**config.mk**
```make
export PLATFORM = sky130hd
export DESIGN_NAME = dbg_ack_ctrl
export DESIGN_NICKNAME = d
export VERILOG_FILES = /design/src/rtl/dbg_ack_pkg.sv /design/src/rtl/dbg_ack_track.sv /design/src/rtl/dbg_sync_detect.sv /design/src/rtl/dbg_pulse_seq.sv /design/src/rtl/dbg_ack_ctrl.sv
export SDC_FILE = /design/constraint.sdc
export NUM_CORES = 1
export LEC_CHECK = 0
export CAP_MARGIN = 20
export CORE_MARGIN = 2
export CORE_UTILIZATION = 55
export DETAILED_ROUTE_END_ITERATION = 12
export PLACE_DENSITY = 0.78
export SETUP_SLACK_MARGIN = 0.2
export SKIP_CTS_REPAIR_TIMING = 1
export SLEW_MARGIN = 20
export SYNTH_ARGS = -nofsm -noshare
export SYNTH_HDL_FRONTEND = slang
export SYNTH_SLANG_ARGS = --single-unit
```
**constraint.sdc**
```tcl
create_clock -name clk -period 3.4 [get_ports clk]
set_input_delay 0.34 -clock clk [delete_from_list [all_inputs] [get_ports clk]]
set_output_delay 0.34 -clock clk [all_outputs]
set_load 0.02 [all_outputs]
```
**src/rtl/dbg_ack_pkg.sv**
```systemverilog
package dbg_ack_pkg;

   typedef enum logic [2:0] {
      PK_NONE, PK_READ, PK_WRITE, PK_BKGD,
      PK_GO, PK_GOU_RUN, PK_GOU_WAIT, PK_TRACE
   } pend_e;

   typedef enum logic [2:0] {
      SQ_IDLE, SQ_ACK_LO, SQ_ACK_HI, SQ_WAIT, SQ_REF_LO, SQ_REF_HI
   } seq_e;

   function automatic logic is_runctl(pend_e k);
      return (k == PK_BKGD) || (k == PK_GO) || (k == PK_GOU_RUN) ||
             (k == PK_GOU_WAIT) || (k == PK_TRACE);
   endfunction

   function automatic int max3(int a, int b, int c);
      int m;
      m = (a > b) ? a : b;
      return (m > c) ? m : c;
   endfunction

endpackage

```
**src/rtl/dbg_ack_track.sv**
```systemverilog
module dbg_ack_track
   import dbg_ack_pkg::*;
(
   input  logic clk,
   input  logic rst_n,
   input  logic cmd_ack_on,
   input  logic cmd_ack_off,
   input  logic cmd_read,
   input  logic cmd_write,
   input  logic cmd_bkgd,
   input  logic cmd_go,
   input  logic cmd_go_until,
   input  logic cmd_trace1,
   input  logic wr_data_done,
   input  logic bus_done,
   input  logic cpu_enter_bg,
   input  logic cpu_exit_bg,
   input  logic ref_hit,
   input  logic ack_take,
   output logic ack_want
);

   logic  en_q;
   pend_e kind_q, kind_n;
   logic  wr_seen_q, bus_seen_q, wr_seen_n, bus_seen_n;
   logic  want_q, fire;
   logic  any_cmd;

   assign any_cmd = cmd_read | cmd_write | cmd_bkgd | cmd_go |
                    cmd_go_until | cmd_trace1;

   always_comb begin
      kind_n     = kind_q;
      wr_seen_n  = wr_seen_q;
      bus_seen_n = bus_seen_q;
      fire       = 1'b0;
      if (en_q && any_cmd) begin
         wr_seen_n  = 1'b0;
         bus_seen_n = 1'b0;
         if      (cmd_read)     kind_n = PK_READ;
         else if (cmd_write)    kind_n = PK_WRITE;
         else if (cmd_bkgd)     kind_n = PK_BKGD;
         else if (cmd_go)       kind_n = PK_GO;
         else if (cmd_go_until) kind_n = PK_GOU_RUN;
         else                   kind_n = PK_TRACE;
      end else if (ref_hit && is_runctl(kind_q)) begin
         kind_n = PK_NONE;
      end else begin
         unique case (kind_q)
            PK_READ: if (bus_done) begin
               fire = 1'b1; kind_n = PK_NONE;
            end
            PK_WRITE: begin
               wr_seen_n  = wr_seen_q | wr_data_done;
               bus_seen_n = bus_seen_q | bus_done;
               if (wr_seen_n && bus_seen_n) begin
                  fire = 1'b1; kind_n = PK_NONE;
               end
            end
            PK_BKGD, PK_GOU_WAIT, PK_TRACE: if (cpu_enter_bg) begin
               fire = 1'b1; kind_n = PK_NONE;
            end
            PK_GO: if (cpu_exit_bg) begin
               fire = 1'b1; kind_n = PK_NONE;
            end
            PK_GOU_RUN: if (cpu_exit_bg) kind_n = PK_GOU_WAIT;
            default: ;
         endcase
      end
   end

   always_ff @(posedge clk or negedge rst_n) begin
      if (!rst_n) begin
         en_q       <= 1'b0;
         kind_q     <= PK_NONE;
         wr_seen_q  <= 1'b0;
         bus_seen_q <= 1'b0;
         want_q     <= 1'b0;
      end else begin
         if (cmd_ack_on)       en_q <= 1'b1;
         else if (cmd_ack_off) en_q <= 1'b0;
         kind_q     <= kind_n;
         wr_seen_q  <= wr_seen_n;
         bus_seen_q <= bus_seen_n;
         want_q     <= (want_q & ~ack_take) | fire | cmd_ack_on;
      end
   end

   assign ack_want = want_q;

endmodule

```
**src/rtl/dbg_sync_detect.sv**
```systemverilog
module dbg_sync_detect #(
   parameter int SYNC_LOW_MIN = 128
) (
   input  logic clk,
   input  logic rst_n,
   input  logic pin_in,
   input  logic seq_idle,
   output logic ref_hit
);

   localparam int LW = $clog2(SYNC_LOW_MIN + 1);
   localparam logic [LW-1:0] LMAX = LW'(SYNC_LOW_MIN);

   logic [LW-1:0] low_q;

   always_ff @(posedge clk or negedge rst_n) begin
      if (!rst_n)                low_q <= '0;
      else if (!seq_idle || pin_in) low_q <= '0;
      else if (low_q != LMAX)    low_q <= low_q + 1'b1;
   end

   assign ref_hit = seq_idle & pin_in & (low_q == LMAX);

endmodule

```
**src/rtl/dbg_pulse_seq.sv**
```systemverilog
module dbg_pulse_seq
   import dbg_ack_pkg::*;
#(
   parameter int ACK_LOW    = 16,
   parameter int SYNC_WAIT  = 16,
   parameter int SYNC_REPLY = 128
) (
   input  logic clk,
   input  logic rst_n,
   input  logic ack_want,
   input  logic ref_hit,
   output logic seq_idle,
   output logic ack_take,
   output logic drv_low,
   output logic drv_high
);

   localparam int CW = $clog2(max3(ACK_LOW, SYNC_WAIT, SYNC_REPLY) + 1);

   seq_e          st_q;
   logic [CW-1:0] cnt_q;

   assign seq_idle = (st_q == SQ_IDLE);
   assign ack_take = seq_idle & ack_want & ~ref_hit;

   always_ff @(posedge clk or negedge rst_n) begin
      if (!rst_n) begin
         st_q  <= SQ_IDLE;
         cnt_q <= '0;
      end else begin
         unique case (st_q)
            SQ_IDLE:
               if (ref_hit) begin
                  st_q  <= SQ_WAIT;
                  cnt_q <= CW'(SYNC_WAIT - 1);
               end else if (ack_want) begin
                  st_q  <= SQ_ACK_LO;
                  cnt_q <= CW'(ACK_LOW - 1);
               end
            SQ_ACK_LO:
               if (cnt_q == '0) st_q <= SQ_ACK_HI;
               else             cnt_q <= cnt_q - 1'b1;
            SQ_WAIT:
               if (cnt_q == '0) begin
                  st_q  <= SQ_REF_LO;
                  cnt_q <= CW'(SYNC_REPLY - 1);
               end else cnt_q <= cnt_q - 1'b1;
            SQ_REF_LO:
               if (cnt_q == '0) st_q <= SQ_REF_HI;
               else             cnt_q <= cnt_q - 1'b1;
            default: st_q <= SQ_IDLE;
         endcase
      end
   end

   assign drv_low  = (st_q == SQ_ACK_LO) || (st_q == SQ_REF_LO);
   assign drv_high = (st_q == SQ_ACK_HI) || (st_q == SQ_REF_HI);

endmodule

```
**src/rtl/dbg_ack_ctrl.sv**
```systemverilog
module dbg_ack_ctrl #(
   parameter int SYNC_LOW_MIN = 128,
   parameter int ACK_LOW      = 16,
   parameter int SYNC_WAIT    = 16,
   parameter int SYNC_REPLY   = 128
) (
   input  logic clk,
   input  logic rst_n,
   input  logic cmd_ack_on,
   input  logic cmd_ack_off,
   input  logic cmd_read,
   input  logic cmd_write,
   input  logic cmd_bkgd,
   input  logic cmd_go,
   input  logic cmd_go_until,
   input  logic cmd_trace1,
   input  logic wr_data_done,
   input  logic bus_done,
   input  logic cpu_enter_bg,
   input  logic cpu_exit_bg,
   input  logic pin_in,
   output logic drv_low,
   output logic drv_high
);

   if (SYNC_LOW_MIN < 2) begin : g_bad_min
      $error("SYNC_LOW_MIN must be at least 2");
   end
   if (ACK_LOW < 1 || SYNC_WAIT < 1 || SYNC_REPLY < 1) begin : g_bad_len
      $error("pulse lengths must be at least 1");
   end

   logic ack_want, ack_take, ref_hit, seq_idle;

   dbg_ack_track u_track (
      .clk(clk), .rst_n(rst_n),
      .cmd_ack_on(cmd_ack_on), .cmd_ack_off(cmd_ack_off),
      .cmd_read(cmd_read), .cmd_write(cmd_write), .cmd_bkgd(cmd_bkgd),
      .cmd_go(cmd_go), .cmd_go_until(cmd_go_until), .cmd_trace1(cmd_trace1),
      .wr_data_done(wr_data_done), .bus_done(bus_done),
      .cpu_enter_bg(cpu_enter_bg), .cpu_exit_bg(cpu_exit_bg),
      .ref_hit(ref_hit), .ack_take(ack_take), .ack_want(ack_want)
   );

   dbg_sync_detect #(.SYNC_LOW_MIN(SYNC_LOW_MIN)) u_det (
      .clk(clk), .rst_n(rst_n), .pin_in(pin_in), .seq_idle(seq_idle),
      .ref_hit(ref_hit)
   );

   dbg_pulse_seq #(.ACK_LOW(ACK_LOW), .SYNC_WAIT(SYNC_WAIT),
                   .SYNC_REPLY(SYNC_REPLY)) u_seq (
      .clk(clk), .rst_n(rst_n), .ack_want(ack_want), .ref_hit(ref_hit),
      .seq_idle(seq_idle), .ack_take(ack_take),
      .drv_low(drv_low), .drv_high(drv_high)
   );

endmodule

```
=== Word level (Yosys, flattened, before mapping) ===
Cells that the tools add are included.
W data, S select, Z words.

* Mux-type cells: 41
* Bitwise operators: 16
* $add $sub $neg: 2
* Equality and inequality tests: 25
* Reduce and logical (&&, ||, !) cells: 24

{| class="wikitable"
|+ Operators by type and width
! cell !! count
|-
| $mux W3 || 16
|-
| $mux W8 || 6
|-
| $pmux W8 S3 || 1
|-
| $eq A3 B3 Y1 const B || 6
|-
| $pmux W3 S5 || 1
|-
| $mux W1 || 14
|-
| $eq A3 B2 Y1 const B || 4
|-
| $pmux W3 S4 || 1
|-
| $or A1 B1 Y1 || 9
|-
| $add A8 B1 Y8 const B || 1
|-
| $eq A8 B8 Y1 const B || 1
|-
| $logic_not A8 Y1 || 1
|-
| $ne A2 B1 Y1 const B || 4
|-
| $ne A4 B2 Y1 const B || 2
|-
| $ne A4 B3 Y1 const B || 2
|-
| $ne A8 B8 Y1 const B || 1
|-
| $sub A8 B1 Y8 const B || 1
|-
| $logic_or A1 B1 Y1 || 7
|-
| $reduce_bool A7 Y1 || 1
|-
| $eq A3 B1 Y1 const B || 2
|-
| $reduce_and A6 Y1 || 1
|-
| $reduce_bool A2 Y1 || 3
|-
| $and A1 B1 Y1 || 5
|-
| $ne A4 B1 Y1 const B || 1
|-
| 14 further kinds || 17
|}

* Output and inout bits: 2
* Bits in registers: 26
* Bits of input ports: 15

=== Logic depth before layout (Yosys ltp) ===
Gate-level depths: netlist of run 1.

* Depth in word-level cells: 10
* Mapped depth: 7
* Mapped depth without buffers: 7

=== Cells and area by module ===
Synthesis of run 1 repeated with hierarchy kept, for this count alone.

* Cell total of the unflattened synthesis: 187
* Area total of the unflattened synthesis: 1722.9 µm²

{| class="wikitable"
|+ By module, submodules not included
! module !! area each (µm²) !! times used !! cells each
|-
| dbg_pulse_seq || 760.7 || 1 || 81
|-
| dbg_ack_track || 511.7 || 1 || 58
|-
| dbg_sync_detect || 450.4 || 1 || 48
|}

=== Worst setup path after synthesis of run 1 ===
No wires, ideal clock.

* Path type: flip-flop to flip-flop
* From: reg u_det.low_q[3]
* To: reg u_track.kind_q[1]
* Cell stages (with the launch flop): 6
* Required time: 3.272 ns
* Buffers on the path: 0
* Slack: 1.514 ns
* Arrival: 1.759 ns
* Cells stage by stage: dfrtp_1 -> or4b_4 -> nor4_2 -> nor2_1 -> o21ai_2 -> mux2_1

* Cells in the longest elaborated chain, start to end: 5

{| class="wikitable"
|+ RTL lines
! item !! RTL line !! source
|-
| from (decl) || dbg_sync_detect.sv:14 || <nowiki>logic [LW-1:0] low_q;</nowiki>
|-
| from (signal assigned) || dbg_sync_detect.sv:19 || <nowiki>else if (low_q != LMAX) low_q <= low_q + 1'b1;</nowiki>
|-
| $eq A8 B8 Y1 (*) || dbg_sync_detect.sv:22 || <nowiki>assign ref_hit = seq_idle & pin_in & (low_q == LMAX);</nowiki>
|-
| $and A1 B1 Y1 (*) || dbg_sync_detect.sv:22 ||
|-
| $logic_and A1 B1 Y1 (*) || dbg_ack_track.sv:46 || <nowiki>end else if (ref_hit && is_runctl(kind_q)) begin</nowiki>
|-
| $ne A4 B1 Y1 (no source line) (tied with other cells) || -- ||
|-
| $reduce_and A6 Y1 (no source line) or $mux W3 (tied branches) || -- ||
|-
| to (signal assigned) || dbg_ack_track.sv:82 || <nowiki>kind_q <= kind_n;</nowiki>
|-
| to (decl) || dbg_ack_track.sv:24 || <nowiki>pend_e kind_q, kind_n;</nowiki>
|}

Mark *: on every way between the ends. The rest lies on a longest branch, timed or not.
A chain may end at the register's enable or synchronous reset.

=== Worst setup path in the final report of run 1 ===
* From: reg u_seq.st_q[1]
* To: out drv_low

* Cells in the longest elaborated chain, start to end: 2

{| class="wikitable"
|+ RTL lines
! item !! RTL line !! source
|-
| from (decl) || dbg_pulse_seq.sv:20 || <nowiki>seq_e st_q;</nowiki>
|-
| from (signal assigned) || dbg_pulse_seq.sv:28 || <nowiki>st_q <= SQ_IDLE;</nowiki>
|-
| from (signal assigned) || dbg_pulse_seq.sv:34 || <nowiki>st_q <= SQ_WAIT;</nowiki>
|-
| from (signal assigned) || dbg_pulse_seq.sv:37 || <nowiki>st_q <= SQ_ACK_LO;</nowiki>
|-
| $eq A3 B1 Y1 or $eq A3 B3 Y1 (tied branches) || dbg_pulse_seq.sv:56 || <nowiki>assign drv_low = (st_q == SQ_ACK_LO) || (st_q == SQ_REF_LO);</nowiki>
|-
| $logic_or A1 B1 Y1 (*) || dbg_pulse_seq.sv:56 ||
|-
| to (decl) || dbg_ack_ctrl.sv:22 || <nowiki>output logic drv_low,</nowiki>
|}

Marked as above.

==> results of run 1 <==
-- cell families after synthesis --
group / share of synthesized area [%]
AND/OR/NAND/NOR: 26.6
AO/OA/AOI/OAI: 21.0
flip-flops: 40.5
buffers and inverters: 3.82
XOR/XNOR: 3.82
multiplexers: 2.02
adder cells (fa/ha/maj): 2.34
-- final cells by class --
cell class | count | share of cell area [%]
clock buffers | 3 | 1.24
inverters | 10 | 2.07
multi-input cells | 131 | 49.4
flip-flops and latches | 26 | 35.9
well taps | 31 | 2.14
repair buffers | 17 | 9.25
-- state kept, by name, indices dropped and copies added (netlist names) --
name	cells
u_track.en_q	1
u_track.wr_seen_q	1
u_det.low_q	8
u_track.ack_want	1
u_track.kind_q	3
u_seq.cnt_q	8
u_track.bus_seen_q	1
u_seq.st_q	3
-- power groups by stage --
| stage | logic [mW] | clock network, mW | registers [mW] |
|---|---|---|---|
| after floorplan | 0.243 | 0 | 0.435 |
| after global placement | 0.288 | 0 | 0.462 |
| after detailed placement | 0.299 | 0 | 0.470 |
| after CTS | 0.301 | 0.133 | 0.463 |
| after global routing | 0.339 | 0.144 | 0.478 |
| final | 0.300 | 0.130 | 0.465 |
-- metal layers --
metal	routed length (um)	vias up	part of all wire, %	GRT usage, %
met5	0	-	0	0
met4	30	0	0.95	7.31
met3	87	4	2.8	2.68
met2	1520	18	48	36.0
met1	1510	667	48	27.8
li1	-	664	-	-
-- worst register-to-register path, cell delays in order (launching register included) --
cell	delay (ns)
dfrtp_1	0.44
inv_1	0.11
ha_1	0.16
nand4bb_1	0.24
nor4_4	0.37
a311o_1	0.27
o21ai_0	0.10
mux2_1	0.30
-- how the worst max path moves through the flow --
stage	startpoint	to	slack, ns	depth (start not counted)
floorplan	u_det.low_q[3]$_DFFE_PN0P_	u_track.kind_q[1]$_DFFE_PN0P_	1.51	5
global placement	pin_in	u_track.kind_q[1]$_DFFE_PN0P_	1.12	6
detailed placement	pin_in	u_track.kind_q[2]$_DFFE_PN0P_	1.08	6
CTS	u_seq.st_q[1]$_DFFE_PN0P_	drv_low	0.77	4
global route	u_seq.st_q[1]$_DFFE_PN0P_	drv_low	0.69	4
finish	u_seq.st_q[1]$_DFFE_PN0P_	drv_low	0.77	4
-- placed cells by master, fill, tap and decap left out, types with 2 or more instances in the layout --
master / Yosys / final
a21o_1: 2 / 2
nor4_4: 2 / 2
ha_1: 3 / 3
a31oi_1: 3 / 3
nor3_1: 2 / 2
or3b_2: 2 / 2
o21ai_1: 3 / 3
nand2_1: 12 / 12
nor2_1: 22 / 22
clkbuf_4: 0 / 3
a21boi_0: 2 / 2
a211oi_1: 2 / 2
nor4_1: 3 / 3
o221ai_1: 2 / 2
nand2b_1: 5 / 5
nand3_1: 10 / 10
inv_1: 10 / 10
o211a_1: 2 / 2
xor2_1: 5 / 5
and3_1: 2 / 2
o21ai_0: 6 / 6
clkdlybuf4s50_1: 0 / 16
a21oi_1: 9 / 9
dfrtp_1: 26 / 26
mux2_1: 2 / 2
xnor2_1: 2 / 2
or3_1: 2 / 2
==> flow_summary.toml, run 1 <==
[status]
status = "finished, final reports clean"

[synth]
synth.top_cell.area_share_pct = 40.5
synth.most_common_cell = "dfrtp_1"
synthFlopType = "dfrtp_1"
avgSynthCellArea_um2 = 9.39
yosys_warnings = 0
synth-seq-cells = 26
synth_cell_type_count = 54
synth_nets = 189
synth_cells = 171
synth.area.top_cells = "dfrtp_1 40%, nor2_1 5.1%, nand3_1 3.1%"
async_reset_ff_share_pct = 100
syn_area_um2 = 1610
synth_edf_count = 0
ys_seq_area_share_pct = 40.5
ys_top_cells_by_count = "26 x dfrtp_1, 22 x nor2_1, 12 x nand2_1, 10 x inv_1, 10 x nand3_1"
yosysTopAreaCell = "dfrtp_1"

[clock_tree]
clock_latency_ns = 0.32
htreeDepth = 1
clk_pin_slew_worst_paths_ns = 0.14
numCtsBuffers = 3
cts_tree = "done"
clockBufferDepth = 2
numClockSinks = 26
cts-root-buf = "clkbuf_4"

[global_routing]
grt_pass1_vias = 1332
grt_first_pass_wirelength_um = 5610
grt_overflow_total = 0
grt.total_usage_pct = 21.1
grt_antenna_before_repair = 0
grt_max_degree = 27

[critical_path]
worstPathRequired_ns = 3.06
worstReg2RegStart = "u_det.low_q[0]$_DFFE_PN0P_"
crit_arrival_ns = 2.29
worst-path-max-fanout = 12
ff2ff_path_depth = 7
ff2ff_setup_slack_ns = 1.32
crit_path_start_kind = "flop"
critPathTopFamily = "simple AND/OR/NAND/NOR gates"
path_cells = "or3b_4, and2_4, nor2_1, clkdlybuf4s50_1"
crit_type = "flop to output port"
cp_num_buf_inv = 1
cp-end-kind = "output port"
cp_slowest_cell = "clkdlybuf4s50_1"
r2r-end = "u_track.kind_q[1]$_DFFE_PN0P_"
cpPeakStageDelay_ns = 0.61

[timing]
maxSlewViolCount = 0
fin_setup_tns_ns = 0
max_slew_margin_pct = 66.2
fin_crit_ns = 2.63
fmax_mhz = 381
holdWs_ns = 0.364
min_period_over_period_pct = 77.3
finalHoldViolations = 0
worst_pin_slew_ns = 0.506
setup_ws_ns = 0.772
rsz0062_at_grt = "no"
finalSetupViolations = 0
fin_skew_ns = 0.00884

[power]
switchingPower_uw = 340
internal-power_uw = 556
switching_share_pct = 38.0
p_leak_nw = 0.749
worst_ir_drop_vdd_v = 0.000389
pwr_density_cell_nw_per_um2 = 495
power.share.sequential_pct = 51.9
combPwrFrac_pct = 33.5
clkPwrFrac_pct = 14.5
power_uw = 896

[finish]
nNetsFinal = 207
register_area_um2 = 651
multi_input_area_um2 = 895
final_cells = 218
drive_above_1_share_pct = 9.09
fillers = 241
final_util_pct = 65.7
diodes = 0
area_delta_synth_final_pct = 12.8
fin_area_um2 = 1810

[drt]
vias_per_cell = 6.21
drt_iter0_drc = 59
ant_nets = 0
firstDrtPassIters = 4
wl_per_cell_um = 14.4
finalWirelength_um = 3150
vias = 1353
route.detailed.drc = 0

[placed_design]
io_buffers = 16
dp_hpwl_um = 2420
place_inst = 215
placed_cell_area_um2 = 1790
pre_cts_ws_ns = 1.08
gp_congestion = 0.816

[floorplanning]
die_width_um = 58.0
fp-row-count = 19
dieArea_um2 = 3370
initial_core_util_pct = 58.3
core_area_um2 = 2760
ios = 17
die_h_um = 58.0

[worst_hold_path]
worstHoldPathType = "primary input to async pin"

[job]
drv_cap = 0
Note: power is estimated with default switching activity, not from simulation.
==> run 2, diff against run 1 <==
- CORE_UTILIZATION: 55 -> 50
- PLACE_DENSITY: 0.78 -> 0.75
- clock period: 3.4 -> 2.3 ns (I/O delays scaled with it)
==> run 2 against run 1 <==
  * Cell count increased by 9.2%
  * Register-to-register slack got worse by 1.0 ns
  * Global-route usage about the same
  * Routed wire length increased by 15%
  * Critical path depth increased by 3
  * Largest power group unchanged
==> flow_summary.toml, run 2 (synthesis results as in run 1) <==
[clock_tree]
cts_tree = "done"
numCtsBuffers = 3
cts-root-buf = "clkbuf_4"
numClockSinks = 26
htreeDepth = 1
clk_pin_slew_worst_paths_ns = 0.14
clock_latency_ns = 0.32
clockBufferDepth = 2

[timing]
max_slew_margin_pct = 67.4
fmax_mhz = 500
maxSlewViolCount = 0
rsz0062_at_grt = "yes"
finalHoldViolations = 0
worst_pin_slew_ns = 0.488
finalSetupViolations = 0
min_period_over_period_pct = 87.0
fin_skew_ns = 0.00511
fin_crit_ns = 2.00

[floorplanning]
die_width_um = 60.7
dieArea_um2 = 3680
initial_core_util_pct = 52.6
ios = 17
fp-row-count = 20
die_h_um = 60.7
core_area_um2 = 3050

[finish]
drive_above_1_share_pct = 14.4
fillers = 255
diodes = 0
final_cell_mix = "23 x dfrtp_1, 22 x nor2_1, 14 x clkdlybuf4s50_1, 12 x nand2_1"
nNetsFinal = 213
reg.largest.list = "u_det.low_q x8, u_seq.cnt_q x8"
final_common_cell = "dfrtp_1"
fin_area_um2 = 1930
final_cells = 238
area_delta_synth_final_pct = 20.1

[job]
drv_cap = 0

[drt]
wl_per_cell_um = 15.2
finalWirelength_um = 3620
drt_iter0_drc = 91
ant_nets = 0
vias_per_cell = 5.79
firstDrtPassIters = 4
route.detailed.drc = 0
vias = 1378

[placed_design]
io_buffers = 16
dp_hpwl_um = 2670
placed_cell_area_um2 = 1820
place_inst = 230
gp_congestion = 0.857

[worst_hold_path]
worstHoldPathType = "primary input to async pin"

[critical_path]
cp-end-kind = "flop"
path_cells = "inv_1, ha_1, nand4bb_4, nor4_4, a311o_1, o41ai_1, mux2_1"
crit_path_start_kind = "flop"
crit_arrival_ns = 2.22
crit_type = "flop to flop"
worstPathRequired_ns = 2.52
worst-path-max-fanout = 4
cp_slowest_cell = "dfrtp_1"
cpPeakStageDelay_ns = 0.44

[global_routing]
grt_antenna_before_repair = 0
grt.total_usage_pct = 21.1
grt_overflow_total = 0
grt_max_degree = 27
grt_pass1_vias = 1400
grt_first_pass_wirelength_um = 5930

[power]
p_leak_nw = 0.835
worst_ir_drop_vdd_v = 0.000312
pwr_density_cell_nw_per_um2 = 724

[status]
status = "finished, final reports clean"
## run 2: cell count changes in the layout (fill, tap and decap cells not counted), sizes merged
cell	before	now
clkbuf	3	4
dlymetal6s2s	0	2
clkdlybuf4s50	16	14
buf	1	7
## run 2: area by class of cell
class                      instances  area, um2  area share [%]
timing repair buffer              23        218            11.3
inverter                          10       37.5            1.95
multi-input combinational        131        928            48.1
clock buffer                       4       36.3            1.88
tap                               44       55.1            2.85
sequential                        26        654            33.9
## run 2: critical path, delay by kind of cell (launching register included)
family                   cells  cell delay [ns]
AO/OA/AOI/OAI                2             0.35
flip-flops                   1             0.44
adder cells (fa/ha/maj)      1             0.21
multiplexers                 1             0.31
AND/OR/NAND/NOR              2             0.48
buffers and inverters        1             0.10
## run 2: worst paths after layout
kind | start | end | slack [ns] | depth (start not counted)
setup / recovery | u_det.low_q[0]$_DFFE_PN0P_ | u_track.kind_q[2]$_DFFE_PN0P_ | 0.30 | 7
hold reg to reg | u_track.bus_seen_q$_DFFE_PN0P_ | u_track.bus_seen_q$_DFFE_PN0P_ | 0.53 | 2
hold / removal | rst_n | u_track.kind_q[2]$_DFFE_PN0P_ | 0.26 | 2
max in group asynchronous | rst_n | u_det.low_q[2]$_DFFE_PN0P_ | 1.77 | 2
min in group clk | cmd_ack_off | u_track.en_q$_DFFE_PN0P_ | 0.45 | 2
setup reg to reg | u_det.low_q[0]$_DFFE_PN0P_ | u_track.kind_q[2]$_DFFE_PN0P_ | 0.30 | 7
## run 2: through the flow
step / TNS, ns / hold WS, ns / util, % / worst slack, ns / total power, mW
floorplan: 0 / -0.0656 / - / 0.414 / 1.00
global placement: 0 / 0.487 / 59.6 / 0.132 / 1.13
detailed placement: 0 / 0.505 / 59.6 / 0.0508 / 1.15
CTS: -0.125 / 0.273 / 60.8 / -0.125 / 1.39
global route: 0 / 0.275 / 63.2 / 0.203 / 1.50
finish: 0 / 0.259 / 63.2 / 0.300 / 1.40
## run 2: where the power goes
group	internal, mW	switching [mW]
Clock	0.0968	0.137
Combinational	0.229	0.266
Sequential	0.546	0.123
Total	0.871	0.526
## run 2: routing by layer
metal	GRT usage (%)	share of wire, %	vias to the layer above	routed length, um
li1	-	-	669	-
met3	2.77	3.1	4	113
met2	37.9	52	27	1870
met1	26.7	44	678	1610
met4	5.59	0.80	0	29
met5	0	0	-	0
==> run 3, diff against run 2 <==
- CORE_UTILIZATION: 50 -> 40
- PLACE_DENSITY: 0.75 -> not set
==> run 3 against run 2 <==
  * Power grew 4.2%
  * Design area grew 0.26%
  * Die area grew 23%
  * Cell count increased by 2.1%
==> flow_summary.toml, run 3 (synthesis results as in run 1) <==
[job]
drv_cap = 0

[critical_path]
crit_type = "flop to flop"
path_cells = "or4b_4, nor4_2, nor2_1, o21ai_2, mux2_1"
cpPeakStageDelay_ns = 0.57
crit_arrival_ns = 2.16
worstPathRequired_ns = 2.47
worst-path-max-fanout = 5
crit_path_start_kind = "flop"
cp_slowest_cell = "or4b_4"
cp-end-kind = "flop"
ff2ff_setup_slack_ns = 0.30

[floorplanning]
die_width_um = 67.4
core_area_um2 = 3940
dieArea_um2 = 4540
fp-row-count = 23
initial_core_util_pct = 40.7
die_h_um = 67.4
ios = 17

[placed_design]
gp_congestion = 0.798
pre_cts_ws_ns = 0.0601
io_buffers = 16
dp_hpwl_um = 2500

[timing]
fin_skew_ns = 0.00346
fin_crit_ns = 2.00
maxSlewViolCount = 0
fmax_mhz = 500
finalSetupViolations = 0
worst_pin_slew_ns = 0.560
min_period_over_period_pct = 86.9
rsz0062_at_grt = "no"
max_slew_margin_pct = 62.6
finalHoldViolations = 0
setup_ws_ns = 0.301
fin_setup_tns_ns = 0
holdWs_ns = 0.323

[power]
p_leak_nw = 0.816
pwr_density_cell_nw_per_um2 = 752
worst_ir_drop_vdd_v = 0.000288

[clock_tree]
numCtsBuffers = 3
clk_pin_slew_worst_paths_ns = 0.09
cts_tree = "done"
clock_latency_ns = 0.27
numClockSinks = 26
clockBufferDepth = 2
cts-root-buf = "clkbuf_8"
htreeDepth = 1

[drt]
firstDrtPassIters = 4
drt_iter0_drc = 68
route.detailed.drc = 0
vias = 1309
vias_per_cell = 5.39
finalWirelength_um = 3430
ant_nets = 0
wl_per_cell_um = 14.1

[finish]
final_common_cell = "dfrtp_1"
final_util_pct = 49.1
reg.largest.list = "u_det.low_q x8, u_seq.cnt_q x8"
diodes = 0
drive_above_1_share_pct = 13.0
nNetsFinal = 212
final_cell_mix = "25 x dfrtp_1, 22 x nor2_1, 15 x clkdlybuf4s50_1, 12 x nand2_1"
area_delta_synth_final_pct = 20.4

[global_routing]
grt.total_usage_pct = 17.5
grt_antenna_before_repair = 0
grt_first_pass_wirelength_um = 6080
grt_max_degree = 27
grt_overflow_total = 0
grt_pass1_vias = 1370

[status]
status = "finished, final reports clean"

[worst_hold_path]
worstHoldPathType = "primary input to async pin"
[run 3: worst paths after layout]
path,to,startpoint,depth (start not counted)
worst max-delay path,u_track.kind_q[2]$_DFFE_PN0P_,u_det.low_q[3]$_DFFE_PN0P_,5
worst min-delay path,u_track.wr_seen_q$_DFFE_PN0P_,rst_n,2
worst max register to register,u_track.kind_q[2]$_DFFE_PN0P_,u_det.low_q[3]$_DFFE_PN0P_,5
worst min register to register,u_track.bus_seen_q$_DFFE_PN0P_,u_track.bus_seen_q$_DFFE_PN0P_,2
max in group asynchronous,u_seq.st_q[2]$_DFFE_PN0P_,rst_n,2
min in group clk,u_track.en_q$_DFFE_PN0P_,cmd_ack_off,2
[run 3: metal layers]
layer / vias to the layer above / wire length (um) / track usage [%]
met1: 624 / 1610 / 22.0
li1: 669 / - / -
met2: 14 / 1720 / 30.3
met3: 2 / 78 / 4.00
met4: 0 / 23 / 4.59
met5: - / 0 / 0
[run 3: final cells by class]
cell class / instances / area, um2
clock buffers: 4 / 55.1
fillers: 363 / 2010
inverters: 10 / 37.5
multi-input cells: 131 / 920
flip-flops and latches: 26 / 652
well taps: 50 / 62.6
repair buffers: 22 / 208
[run 3: critical path: cells and delay by family (launching register included)]
kind | cells | cell delay, ns
and+or+nand+nor | 3 | 1.00
DFF | 1 | 0.45
muxes | 1 | 0.33
AOI/OAI and AO/OA | 1 | 0.11
[run 3: where the power goes]
| group | switching (mW) | total (mW) | internal (mW) | leakage [nW] |
|---|---|---|---|---|
| combinational | 0.261 | 0.490 | 0.229 | 0.466 |
| clock | 0.148 | 0.302 | 0.153 | 0.0288 |
| sequential | 0.118 | 0.663 | 0.546 | 0.321 |
| total | 0.527 | 1.46 | 0.929 | 0.816 |
[run 3: per-stage QoR]
step	power (mW)	cell area, um2	instances
after floorplan	1.00	1610	171
after global placement	1.14	1830	236
after detailed placement	1.15	1830	236
after CTS	1.46	1880	240
after global routing	1.57	1930	243
final	1.46	1930	243
